File: config.mk
export PLATFORM = sky130hd
export DESIGN_NAME = pll_core
export DESIGN_NICKNAME = d
export VERILOG_FILES = /design/src/rtl/pll_pkg.sv /design/src/rtl/pll_cfg.sv /design/src/rtl/pll_div.sv /design/src/rtl/pll_pfd.sv /design/src/rtl/pll_lock.sv /design/src/rtl/pll_core.sv
export SDC_FILE = /design/constraint.sdc
export NUM_CORES = 1
export LEC_CHECK = 0
export BUFFER_PORTS_ARGS = -buffer_cell sky130_fd_sc_hd__buf_2
export CAP_MARGIN = 10
export CORE_MARGIN = 2
export CORE_UTILIZATION = 65
export CTS_BUF_LIST = sky130_fd_sc_hd__clkbuf_2 sky130_fd_sc_hd__clkbuf_4 sky130_fd_sc_hd__clkbuf_8
export DETAILED_ROUTE_END_ITERATION = 7
export HOLD_SLACK_MARGIN = 0.1
export PLACE_DENSITY = 0.95
export SLEW_MARGIN = 20
export SYNTH_ARGS = -nofsm -noshare
export SYNTH_HDL_FRONTEND = slang
export SYNTH_SLANG_ARGS = --single-unit
export TNS_END_PERCENT = 30
File: constraint.sdc
create_clock -name clk -period 3.8 [get_ports clk]
set_clock_uncertainty 0.1 [all_clocks]
set_input_delay 0.19 -clock clk [delete_from_list [all_inputs] [get_ports clk]]
set_output_delay 0.19 -clock clk [all_outputs]
set_load 0.05 [all_outputs]
File: src/rtl/pll_pkg.sv
package pll_pkg;
  typedef enum logic [1:0] {
    REG_REF_DIV  = 2'd0,
    REG_OSC_DIV  = 2'd1,
    REG_PUMP_LVL = 2'd2,
    REG_LOCK_CNT = 2'd3
  } cfg_reg_e;

  localparam int MIN_RATIO = 2;
endpackage

File: src/rtl/pll_cfg.sv
module pll_cfg
  import pll_pkg::*;
#(
  parameter int DIV_W    = 16,
  parameter int LOCK_W   = 8,
  parameter int REF_RST  = 4,
  parameter int MAIN_RST = 4,
  parameter int LOCK_RST = 4
) (
  input  logic              clk,
  input  logic              rst,
  input  logic              we,
  input  logic [1:0]        addr,
  input  logic [DIV_W-1:0]  wdata,
  output logic [DIV_W-1:0]  ref_n,
  output logic [DIV_W-1:0]  osc_n,
  output logic [1:0]        isel,
  output logic [LOCK_W-1:0] lock_thr
);
  localparam logic [DIV_W-1:0] MIN_C = DIV_W'(MIN_RATIO);
  localparam logic [DIV_W-1:0] REF_C = (REF_RST < MIN_RATIO) ? MIN_C : DIV_W'(REF_RST);
  localparam logic [DIV_W-1:0] OSC_C = (MAIN_RST < MIN_RATIO) ? MIN_C : DIV_W'(MAIN_RST);

  function automatic logic [DIV_W-1:0] clamp_ratio(input logic [DIV_W-1:0] v);
    return (v < MIN_C) ? MIN_C : v;
  endfunction

  always_ff @(posedge clk) begin
    if (rst) begin
      ref_n    <= REF_C;
      osc_n    <= OSC_C;
      isel     <= 2'd0;
      lock_thr <= LOCK_W'(LOCK_RST);
    end else if (we) begin
      case (cfg_reg_e'(addr))
        REG_REF_DIV:  ref_n    <= clamp_ratio(wdata);
        REG_OSC_DIV:  osc_n    <= clamp_ratio(wdata);
        REG_PUMP_LVL: isel     <= wdata[1:0];
        REG_LOCK_CNT: lock_thr <= wdata[LOCK_W-1:0];
        default: ;
      endcase
    end
  end
endmodule

File: src/rtl/pll_div.sv
module pll_div #(
  parameter int W     = 16,
  parameter int RST_N = 4
) (
  input  logic         clk,
  input  logic         rst,
  input  logic         tick,
  input  logic [W-1:0] load_n,
  output logic         pulse
);
  localparam logic [W-1:0] RST_C = (RST_N < 2) ? W'(2) : W'(RST_N);

  logic [W-1:0] cnt;
  logic         term;

  assign term = (cnt <= W'(1));

  always_ff @(posedge clk) begin
    if (rst) begin
      cnt   <= RST_C;
      pulse <= 1'b0;
    end else begin
      pulse <= tick && term;
      if (tick) begin
        if (term) cnt <= load_n;
        else      cnt <= cnt - W'(1);
      end
    end
  end
endmodule

File: src/rtl/pll_pfd.sv
module pll_pfd (
  input  logic clk,
  input  logic rst,
  input  logic ref_ev,
  input  logic osc_ev,
  output logic up,
  output logic dn
);
  logic up_nx, dn_nx;

  always_comb begin
    up_nx = up | ref_ev;
    dn_nx = dn | osc_ev;
    if (up_nx && dn_nx) begin
      up_nx = 1'b0;
      dn_nx = 1'b0;
    end
  end

  always_ff @(posedge clk) begin
    if (rst) begin
      up <= 1'b0;
      dn <= 1'b0;
    end else begin
      up <= up_nx;
      dn <= dn_nx;
    end
  end
endmodule

File: src/rtl/pll_lock.sv
module pll_lock #(
  parameter int LOCK_W = 8
) (
  input  logic              clk,
  input  logic              rst,
  input  logic              ref_tick,
  input  logic              ref_ev,
  input  logic              up,
  input  logic              dn,
  input  logic [LOCK_W-1:0] thr,
  output logic              locked
);
  logic              act, long_now, wide;
  logic [1:0]        hi_cnt;
  logic [LOCK_W-1:0] good, eff_thr;

  assign act      = up | dn;
  assign long_now = act && ref_tick && (hi_cnt != 2'd0);
  assign eff_thr  = (thr == '0) ? LOCK_W'(1) : thr;

  always_ff @(posedge clk) begin
    if (rst) begin
      hi_cnt <= 2'd0;
      wide   <= 1'b0;
      good   <= '0;
      locked <= 1'b0;
    end else begin
      if (!act)                           hi_cnt <= 2'd0;
      else if (ref_tick && hi_cnt != 2'd2) hi_cnt <= hi_cnt + 2'd1;

      if (ref_ev)        wide <= 1'b0;
      else if (long_now) wide <= 1'b1;

      if (ref_ev) begin
        if (wide || long_now) good <= '0;
        else if (good != '1)  good <= good + LOCK_W'(1);
      end

      locked <= (good >= eff_thr);
    end
  end
endmodule

File: src/rtl/pll_core.sv
module pll_core
  import pll_pkg::*;
#(
  parameter int DIV_W    = 16,
  parameter int LOCK_W   = 8,
  parameter int REF_RST  = 4,
  parameter int MAIN_RST = 4,
  parameter int LOCK_RST = 4
) (
  input  logic             clk,
  input  logic             rst,
  input  logic             ref_tick,
  input  logic             osc_tick,
  input  logic             cfg_we,
  input  logic [1:0]       cfg_addr,
  input  logic [DIV_W-1:0] cfg_wdata,
  output logic             ref_edge,
  output logic             osc_edge,
  output logic             pump_up,
  output logic             pump_dn,
  output logic [1:0]       pump_isel,
  output logic             locked
);
  localparam int NDIV = 2;

  logic [DIV_W-1:0]  ratio [NDIV];
  logic [NDIV-1:0]   tick_v, edge_v;
  logic [LOCK_W-1:0] lock_thr;

  assign tick_v = {osc_tick, ref_tick};

  pll_cfg #(
    .DIV_W(DIV_W), .LOCK_W(LOCK_W), .REF_RST(REF_RST),
    .MAIN_RST(MAIN_RST), .LOCK_RST(LOCK_RST)
  ) u_cfg (
    .clk(clk), .rst(rst), .we(cfg_we), .addr(cfg_addr), .wdata(cfg_wdata),
    .ref_n(ratio[0]), .osc_n(ratio[1]), .isel(pump_isel), .lock_thr(lock_thr)
  );

  for (genvar i = 0; i < NDIV; i++) begin : g_div
    pll_div #(
      .W(DIV_W), .RST_N((i == 0) ? REF_RST : MAIN_RST)
    ) u_div (
      .clk(clk), .rst(rst), .tick(tick_v[i]), .load_n(ratio[i]), .pulse(edge_v[i])
    );
  end

  assign ref_edge = edge_v[0];
  assign osc_edge = edge_v[1];

  pll_pfd u_pfd (
    .clk(clk), .rst(rst), .ref_ev(edge_v[0]), .osc_ev(edge_v[1]),
    .up(pump_up), .dn(pump_dn)
  );

  pll_lock #(.LOCK_W(LOCK_W)) u_lock (
    .clk(clk), .rst(rst), .ref_tick(ref_tick), .ref_ev(edge_v[0]),
    .up(pump_up), .dn(pump_dn), .thr(lock_thr), .locked(locked)
  );
endmodule

==> results of run 1 <==
-- logic make-up after synthesis --
| family | after synthesis |
|---|---|
| buffers and inverters | 54 |
| XOR/XNOR | 6 |
| AO/OA/AOI/OAI | 145 |
| adder cells (fa/ha/maj) | 15 |
| AND/OR/NAND/NOR | 234 |
| multiplexers | 7 |
| flip-flops | 90 |
-- per-layer routing --
| metal | vias to the layer above | share of wire [%] | global-route usage, % | routed length (um) |
|---|---|---|---|---|
| li1 | 2036 | - | - | - |
| met1 | 2058 | 40 | 43.6 | 4910 |
| met2 | 270 | 47 | 54.0 | 5750 |
| met3 | 45 | 9.2 | 5.29 | 1120 |
| met4 | 0 | 3.2 | 16.9 | 394 |
| met5 | - | 0 | 0 | 0 |
-- sequential cells by signal, indices dropped and copies added (netlist names) --
signal             cells
u_cfg.ref_n           16
u_lock.locked          1
u_cfg.osc_n           16
u_pfd.dn               1
u_pfd.up               1
u_cfg.lock_thr         8
u_cfg.isel             2
g_div.u_div.cnt       32
u_lock.good            8
u_lock.hi_cnt          2
g_div.u_div.pulse      2
u_lock.wide            1
-- per-stage QoR --
stage,power [W],setup slack [ns]
global route,0.00241,1.00
detailed placement,0.00156,1.27
finish,0.00233,1.11
CTS,0.00229,1.21
floorplan,0.00144,1.73
global placement,0.00154,1.39
-- how the worst max path moves through the flow --
stage	startpoint	to
floorplan	g_div[1].u_div.cnt[2]$_SDFFE_PP1P_	g_div[1].u_div.cnt[0]$_SDFFE_PP0P_
finish	g_div[1].u_div.cnt[0]$_SDFFE_PP0P_	g_div[1].u_div.cnt[7]$_SDFFE_PP0P_
detailed placement	g_div[1].u_div.cnt[0]$_SDFFE_PP0P_	g_div[1].u_div.cnt[7]$_SDFFE_PP0P_
global placement	g_div[1].u_div.cnt[0]$_SDFFE_PP0P_	g_div[1].u_div.cnt[7]$_SDFFE_PP0P_
global route	g_div[1].u_div.cnt[0]$_SDFFE_PP0P_	g_div[1].u_div.cnt[7]$_SDFFE_PP0P_
CTS	g_div[1].u_div.cnt[0]$_SDFFE_PP0P_	g_div[1].u_div.cnt[7]$_SDFFE_PP0P_
-- power by group --
part	internal [W]	switching, W	total (W)
sequential	0.000999	0.0000652	0.00106
combinational	0.000194	0.000331	0.000525
clock	0.000394	0.000343	0.000737
-- worst min-delay path, cell delays in order --
cell	delay, ns
buf_2	0.09
inv_1	0.09
o21ai_0	0.10
a221oi_1	0.05
-- cell type report --
cell class / count / share of cell area, %
clock inverter: 5 / 1.58
clock buffer: 11 / 2.95
timing repair buffer: 47 / 6.51
tap: 77 / 1.96
inverter: 30 / 2.29
multi-input combinational: 407 / 48.1
sequential: 90 / 36.6
-- repair_timing --
item,CTS,global route
hold endpoints to repair,38,0
endpoints found under the setup margin,0,0
hold buffers,16,0
-- placed cells by master, fill, tap and decap left out, drive strengths merged, types with 7 or more instances in the layout --
cell type and count:
inv 30, nor3 16, dfxtp 90, clkbuf 11, nand3 12, nand2 98
o21ai 33, ha 15, nor4 12, dlygate4sd3 16, a211oi 8, nor2 46
a21oi 55, buf 31, nor2b 7
==> metrics.txt, run 1 <==
# TYPE chip_impl_metric gauge
chip_impl_info{name="outcome",value="complete, no violations"} 1
chip_impl_metric{name="critical_path_depth",unit=""} 6
chip_impl_metric{name="number_of_buffers_on_the_longest_clock_path",unit=""} 2
chip_impl_metric{name="detail_route.wl_per_cell",unit="um"} 18.2
chip_impl_metric{name="pin_count_of_the_biggest_net_entering_global_routing",unit=""} 82
chip_impl_info{name="worstSetupEndpointType",value="register"} 1
chip_impl_metric{name="drive_gt1_share",unit="%"} 10.8
chip_impl_info{name="cp_cell_sequence",value="inv_1 > ha_1 > o2111ai_1 > mux2_2 > a32oi_1 > nor2_1"} 1
chip_impl_metric{name="globalRouteOverflowTotal",unit=""} 0
chip_impl_metric{name="synth_simple_gate_area_share",unit="%"} 26.0
chip_impl_metric{name="fin_util",unit="%"} 76.7
chip_impl_metric{name="dpl.hpwl",unit="um"} 7630
chip_impl_metric{name="insertion_delay",unit="ns"} 0.36
chip_impl_metric{name="io_pins",unit=""} 30
chip_impl_metric{name="all_layer_global_routing_usage",unit="%"} 33.5
chip_impl_metric{name="clkSlewWorstSetupHoldPaths",unit="ns"} 0.09
chip_impl_metric{name="timing.fmax",unit="MHz"} 372
chip_impl_metric{name="share_of_yosys_cell_area_claimed_by_the_top_area_cell_type",unit="%"} 41.2
chip_impl_metric{name="whs_path_depth",unit=""} 4
chip_impl_metric{name="first_global_vias",unit=""} 4218
chip_impl_metric{name="area_fraction_in_compound_gates_after_synthesis",unit="%"} 20.9
chip_impl_metric{name="synthesis.instances",unit=""} 551
chip_impl_info{name="synthTopCellsByCount",value="nand2_1 (98), dfxtp_1 (90), a21oi_1 (55), nor2_1 (45), o21ai_0 (31)"} 1
chip_impl_metric{name="dieArea",unit="um^2"} 7410
chip_impl_info{name="unrepaired_setup_endpoints_after_global_routing",value="false"} 1
chip_impl_metric{name="final_max_slew_viol_count",unit=""} 0
chip_impl_metric{name="synthXorXnorAreaFrac",unit="%"} 1.20
chip_impl_metric{name="fin_setup_tns",unit="ns"} 0
chip_impl_metric{name="cts.sinks",unit=""} 90
chip_impl_metric{name="final.min_clock_period",unit="ns"} 2.69
chip_impl_metric{name="core_area",unit="um^2"} 6420
chip_impl_metric{name="worst_ir_drop_vdd",unit="mV"} 0.359
chip_impl_info{name="critical-path-top-delay-family",value="compound AO/OA/AOI/OAI gates"} 1
chip_impl_metric{name="yosys_warnings",unit=""} 0
chip_impl_metric{name="critPathBufInv",unit=""} 1
chip_impl_metric{name="cts_inserted_buffers",unit=""} 9
chip_impl_info{name="setup.worst_path.start_class",value="register"} 1
chip_impl_metric{name="count_of_tritonroute_iterations_in_the_first_routing_pass",unit=""} 5
chip_impl_info{name="tritoncts",value="built"} 1
chip_impl_metric{name="place.gp.congestion",unit=""} 0.926
chip_impl_metric{name="global_route_wire_length_before_repair",unit="um"} 19700
chip_impl_metric{name="layoutNonFillerInstCount",unit=""} 667
chip_impl_metric{name="die_width",unit="um"} 86.1
chip_impl_metric{name="leakage",unit="nW"} 1.82
chip_impl_metric{name="netlist_area",unit="um^2"} 4380
chip_impl_metric{name="sequential_cell_area",unit="um^2"} 1800
chip_impl_metric{name="worst_ep_arrival_time",unit="ns"} 2.81
chip_impl_metric{name="hold_viol_final",unit=""} 0
chip_impl_metric{name="via_count",unit=""} 4409
chip_impl_metric{name="yosys.area_share.adder",unit="%"} 4.29
chip_impl_metric{name="port_buffers",unit=""} 29
chip_impl_metric{name="drtIter0Drc",unit=""} 380
chip_impl_metric{name="syn-mean-instance-area",unit="um^2"} 7.94
chip_impl_metric{name="design_area",unit="um^2"} 4920
chip_impl_metric{name="synthDistinctLibCells",unit=""} 60
chip_impl_metric{name="filler_cell_count",unit=""} 382
chip_impl_metric{name="worst-slew-pin-transition",unit="ns"} 1.10
chip_impl_metric{name="num-nets-final",unit=""} 623
chip_impl_metric{name="htreeDepth",unit=""} 3
chip_impl_metric{name="postSynth.asyncResetShare",unit="%"} 0
chip_impl_info{name="clk_root_buffer_cell",value="clkbuf_8"} 1
chip_impl_metric{name="dp_cells",unit=""} 635
chip_impl_info{name="postSynth.topFlopCell",value="dfxtp_1"} 1
chip_impl_metric{name="synth-seq-area-share",unit="%"} 41.2
chip_impl_metric{name="number_of_nets_with_antenna_violations_after_detailed_routing",unit=""} 0
chip_impl_metric{name="vias_per_cell",unit=""} 6.61
chip_impl_metric{name="maxCapViolCount",unit=""} 0
chip_impl_info{name="cell_with_the_most_instances_after_synthesis",value="nand2_1"} 1
chip_impl_metric{name="r2r_cells",unit=""} 6
chip_impl_metric{name="dpl_cell_area",unit="um^2"} 4540
chip_impl_info{name="whs_endpoint",value="g_div[0].u_div.cnt[13]$_SDFFE_PP0P_"} 1
chip_impl_metric{name="multi_input_comb_area",unit="um^2"} 2370
chip_impl_metric{name="worst_path_largest_cell_delay",unit="ns"} 0.83
chip_impl_info{name="synth.top_cells.by_area",value="dfxtp_1 (41%), nand2_1 (8.4%), a21oi_1 (6.3%)"} 1
chip_impl_metric{name="multiplexer_area_fraction_after_synthesis",unit="%"} 1.72
chip_impl_metric{name="die_height",unit="um"} 86.1
chip_impl_metric{name="final_setup_fails",unit=""} 0
chip_impl_metric{name="num_rows",unit=""} 29
chip_impl_metric{name="drc_errors",unit=""} 0
chip_impl_info{name="critical_path.reg2reg.endpoint",value="g_div[1].u_div.cnt[7]$_SDFFE_PP0P_"} 1
chip_impl_info{name="hold_path_class",value="primary input to register"} 1
chip_impl_metric{name="pwr_density_cell",unit="nW/um^2"} 472
chip_impl_metric{name="worst_ep_required_time",unit="ns"} 3.92
chip_impl_info{name="worstReg2RegStart",value="g_div[1].u_div.cnt[0]$_SDFFE_PP0P_"} 1
chip_impl_info{name="timing_worst_setup_path_type",value="register to register"} 1
chip_impl_info{name="slowest_stage",value="o2111ai_1"} 1
chip_impl_metric{name="num_antenna_cells",unit=""} 0
chip_impl_metric{name="yosys_register_bits",unit=""} 90
chip_impl_metric{name="regToRegSetupSlack",unit="ns"} 1.11
chip_impl_metric{name="post_synth_edffs",unit=""} 0
chip_impl_info{name="min-delay-start",value="rst"} 1
chip_impl_metric{name="max-slew-margin-rel",unit="%"} 26.6
chip_impl_info{name="largest_family_of_logic_cells_by_synthesized_area",value="simple AND/OR/NAND/NOR gates"} 1
chip_impl_info{name="yosysTopAreaCell",value="dfxtp_1"} 1
chip_impl_metric{name="post-route-period-util",unit="%"} 70.7
chip_impl_metric{name="post_cts.repair.setup_buffers",unit=""} 0
chip_impl_metric{name="worst_hold_slack",unit="ns"} 0.118
chip_impl_metric{name="timing.critical_path.fanout_max",unit=""} 12
chip_impl_metric{name="synth_fp_nets",unit=""} 589
chip_impl_metric{name="antenna_found_initial",unit=""} 0
chip_impl_metric{name="area.growth.synth_to_final",unit="%"} 12.5
chip_impl_metric{name="cts.repair.resized",unit=""} 0
chip_impl_metric{name="initial_core_util",unit="%"} 68.1
chip_impl_metric{name="wl",unit="um"} 12200
(Power assumes the default switching activity.)
==> run 2, diff against run 1 <==
--- a/config.mk
+++ b/config.mk
@@ -8,11 +8,11 @@
 export BUFFER_PORTS_ARGS = -buffer_cell sky130_fd_sc_hd__buf_2
 export CAP_MARGIN = 10
 export CORE_MARGIN = 2
-export CORE_UTILIZATION = 65
+export CORE_UTILIZATION = 63
 export CTS_BUF_LIST = sky130_fd_sc_hd__clkbuf_2 sky130_fd_sc_hd__clkbuf_4 sky130_fd_sc_hd__clkbuf_8
 export DETAILED_ROUTE_END_ITERATION = 7
 export HOLD_SLACK_MARGIN = 0.1
-export PLACE_DENSITY = 0.95
+export PLACE_DENSITY = 0.94
 export SLEW_MARGIN = 20
 export SYNTH_ARGS = -nofsm -noshare
 export SYNTH_HDL_FRONTEND = slang
==> constraint.sdc (replaced) <==
create_clock -name clk -period 2.6 [get_ports clk]
set_clock_uncertainty 0.1 [all_clocks]
set_input_delay 0.13 -clock clk [delete_from_list [all_inputs] [get_ports clk]]
set_output_delay 0.13 -clock clk [all_outputs]
set_load 0.05 [all_outputs]
==> run 2 against run 1 <==
Sequential share of layout area is 0.74 points lower. Global-route usage is 0.12 points lower. Core utilization is 2.3 points lower. Sequential power increased by 47%. First-iteration DRC count rose by 4.7%. Critical path depth fell by 1. Worst hold slack better by 0.021 ns. Die area up 3.0%. Non-clock buffer count grew 10. Via count grew 0.25%. Register-to-register slack worse by 0.82 ns. Critical endpoint is now g_div[1].u_div.cnt[1]$_SDFFE_PP0P_.
==> metrics.txt, run 2 (synthesized netlist as in run 1, its figures left out) <==
# TYPE chip_impl_metric gauge
chip_impl_info{name="outcome",value="complete, no violations"} 1
chip_impl_metric{name="cts.repair.resized",unit=""} 0
chip_impl_metric{name="number_of_buffers_on_the_longest_clock_path",unit=""} 2
chip_impl_metric{name="timing.critical_path.fanout_max",unit=""} 7
chip_impl_metric{name="net-switching-power",unit="W"} 0.00110
chip_impl_metric{name="dp_cells",unit=""} 646
chip_impl_metric{name="antenna_found_initial",unit=""} 0
chip_impl_metric{name="final_max_slew_viol_count",unit=""} 0
chip_impl_metric{name="place.gp.congestion",unit=""} 0.915
chip_impl_metric{name="num-nets-final",unit=""} 633
chip_impl_metric{name="globalRouteOverflowTotal",unit=""} 0
chip_impl_info{name="timing_worst_setup_path_type",value="register to register"} 1
chip_impl_metric{name="global_route_wire_length_before_repair",unit="um"} 19800
chip_impl_metric{name="filler_cell_count",unit=""} 441
chip_impl_metric{name="cts_inserted_buffers",unit=""} 9
chip_impl_metric{name="p_int",unit="W"} 0.00244
chip_impl_metric{name="fin_util",unit="%"} 74.4
chip_impl_metric{name="comb_power_share",unit="%"} 23.5
chip_impl_metric{name="multi_input_comb_area",unit="um^2"} 2370
chip_impl_metric{name="first_global_vias",unit=""} 4154
chip_impl_metric{name="max-slew-margin-rel",unit="%"} 30.3
chip_impl_metric{name="post-route-period-util",unit="%"} 88.7
chip_impl_metric{name="cts.hold.buffers_added",unit=""} 18
chip_impl_metric{name="initial_core_util",unit="%"} 64.8
chip_impl_metric{name="drtIter0Drc",unit=""} 398
chip_impl_metric{name="number_of_nets_with_antenna_violations_after_detailed_routing",unit=""} 0
chip_impl_metric{name="worst_ep_required_time",unit="ns"} 2.71
chip_impl_metric{name="post_cts.repair.setup_buffers",unit=""} 0
chip_impl_metric{name="regToRegSetupSlack",unit="ns"} 0.29
chip_impl_metric{name="drc_errors",unit=""} 0
chip_impl_metric{name="worst_ir_drop_vdd",unit="mV"} 0.457
chip_impl_metric{name="die_height",unit="um"} 87.4
chip_impl_metric{name="detail_route.wl_per_cell",unit="um"} 18.0
chip_impl_metric{name="sequential_cell_area",unit="um^2"} 1800
chip_impl_metric{name="p_sw_share",unit="%"} 31.1
chip_impl_metric{name="dieArea",unit="um^2"} 7630
chip_impl_metric{name="pin_count_of_the_biggest_net_entering_global_routing",unit=""} 82
chip_impl_info{name="setup.worst_path.start_class",value="register"} 1
chip_impl_info{name="tritoncts",value="built"} 1
chip_impl_info{name="worstSetupEndpointType",value="register"} 1
chip_impl_metric{name="final_setup_fails",unit=""} 0
chip_impl_metric{name="p_seq_share",unit="%"} 43.9
chip_impl_metric{name="clock_power_share",unit="%"} 32.6
chip_impl_metric{name="final.min_clock_period",unit="ns"} 2.31
chip_impl_metric{name="num_antenna_cells",unit=""} 0
chip_impl_metric{name="port_buffers",unit=""} 29
chip_impl_info{name="largestRegisters",value="g_div.u_div.cnt (32), u_cfg.osc_n (16), u_cfg.ref_n (16)"} 1
chip_impl_metric{name="count_of_tritonroute_iterations_in_the_first_routing_pass",unit=""} 5
chip_impl_metric{name="worst-slew-pin-transition",unit="ns"} 1.04
chip_impl_metric{name="timing.fmax",unit="MHz"} 434
chip_impl_info{name="clk_root_buffer_cell",value="clkbuf_8"} 1
chip_impl_metric{name="hold_viol_final",unit=""} 0
chip_impl_metric{name="io_pins",unit=""} 30
chip_impl_metric{name="largest_register_ff_count",unit=""} 32
chip_impl_metric{name="worst_ep_arrival_time",unit="ns"} 2.42
chip_impl_info{name="hold_path_class",value="primary input to register"} 1
chip_impl_info{name="layout_common_cells",value="nand2_1 (98), dfxtp_1 (90), a21oi_1 (55)"} 1
chip_impl_metric{name="layoutNonFillerInstCount",unit=""} 679
chip_impl_metric{name="area.growth.synth_to_final",unit="%"} 14.8
chip_impl_metric{name="via_count",unit=""} 4420
chip_impl_metric{name="insertion_delay",unit="ns"} 0.37
chip_impl_metric{name="wl",unit="um"} 12200
chip_impl_metric{name="pwr_density_cell",unit="nW/um^2"} 705
chip_impl_metric{name="dpl.hpwl",unit="um"} 7700
chip_impl_metric{name="cts.sinks",unit=""} 90
chip_impl_metric{name="fin_setup_tns",unit="ns"} 0
chip_impl_info{name="regMostFlops",value="g_div.u_div.cnt"} 1
chip_impl_metric{name="die_width",unit="um"} 87.4
chip_impl_metric{name="vias_per_cell",unit=""} 6.51
chip_impl_metric{name="maxCapViolCount",unit=""} 0
chip_impl_metric{name="all_layer_global_routing_usage",unit="%"} 33.4
chip_impl_metric{name="clkSlewWorstSetupHoldPaths",unit="ns"} 0.09
chip_impl_info{name="unrepaired_setup_endpoints_after_global_routing",value="false"} 1
chip_impl_metric{name="worst_hold_slack",unit="ns"} 0.139
chip_impl_metric{name="htreeDepth",unit=""} 3
chip_impl_metric{name="leakage",unit="nW"} 1.88
chip_impl_metric{name="num_rows",unit=""} 30
chip_impl_info{name="layout_commonest_cell",value="nand2_1"} 1
chip_impl_metric{name="drive_gt1_share",unit="%"} 12.0
chip_impl_metric{name="core_area",unit="um^2"} 6760
[run 2: cell count changes in the layout (fill, tap and decap cells not counted)]
cell	before	now
buf_4	2	10
dlygate4sd3_1	16	18
clkinvlp_4	1	0
bufinv_16	2	3
clkinv_4	0	1
nor3b_2	0	1
nor3b_1	3	2
clkinv_2	2	1
clkbuf_8	10	9
[run 2: critical path: stages (launching register included)]
cell and delay [ns]:
dfxtp_1 0.37, or4_1 0.70, or3_4 0.43, or2_4 0.29, o211ai_1 0.18, a21oi_1 0.09
[run 2: per-stage QoR]
stage	power (W)	setup slack [ns]	cell area [um^2]
after floorplan	0.00211	0.526	4380
after global placement	0.00232	0.406	4610
after detailed placement	0.00236	0.360	4610
after CTS	0.00350	0.305	5020
after global routing	0.00368	0.203	5020
final	0.00354	0.294	5020
[run 2: power by group through the flow]
stage          Combinational (W)  Sequential [W]  Clock, W
2_1_floorplan           0.000540         0.00157         0
3_3_place_gp            0.000743         0.00157         0
3_5_place_dp            0.000774         0.00158         0
4_1_cts                 0.000808         0.00155   0.00114
5_1_grt                 0.000904         0.00157   0.00121
6_report                0.000833         0.00156   0.00115
[run 2: path summary, 6_finish.rpt]
| path | to | cells past startpoint | from |
|---|---|---|---|
| setup / recovery | g_div[1].u_div.cnt[1]$_SDFFE_PP0P_ | 5 | g_div[1].u_div.cnt[2]$_SDFFE_PP1P_ |
| hold reg to reg | u_cfg.ref_n[0]$_SDFFE_PP0P_ | 2 | u_cfg.ref_n[0]$_SDFFE_PP0P_ |
| setup reg to reg | g_div[1].u_div.cnt[1]$_SDFFE_PP0P_ | 5 | g_div[1].u_div.cnt[2]$_SDFFE_PP1P_ |
| hold / removal | g_div[0].u_div.cnt[15]$_SDFFE_PP0P_ | 3 | ref_tick |
[run 2: per-layer routing]
metal	wire length [um]	up-vias	track usage, %
met2	5880	265	55.7
li1	-	2053	-
met3	966	61	5.59
met1	4880	2041	41.5
met4	506	0	16.8
met5	0	-	0
[run 2: final cells by class]
class	count	share of cell area, %
Tap cell	80	1.99
Clock inverter	5	2.07
Clock buffer	10	2.61
Inverter	30	2.24
Sequential cell	90	35.9
Timing Repair Buffer	57	7.97
Multi-Input combinational cell	407	47.3
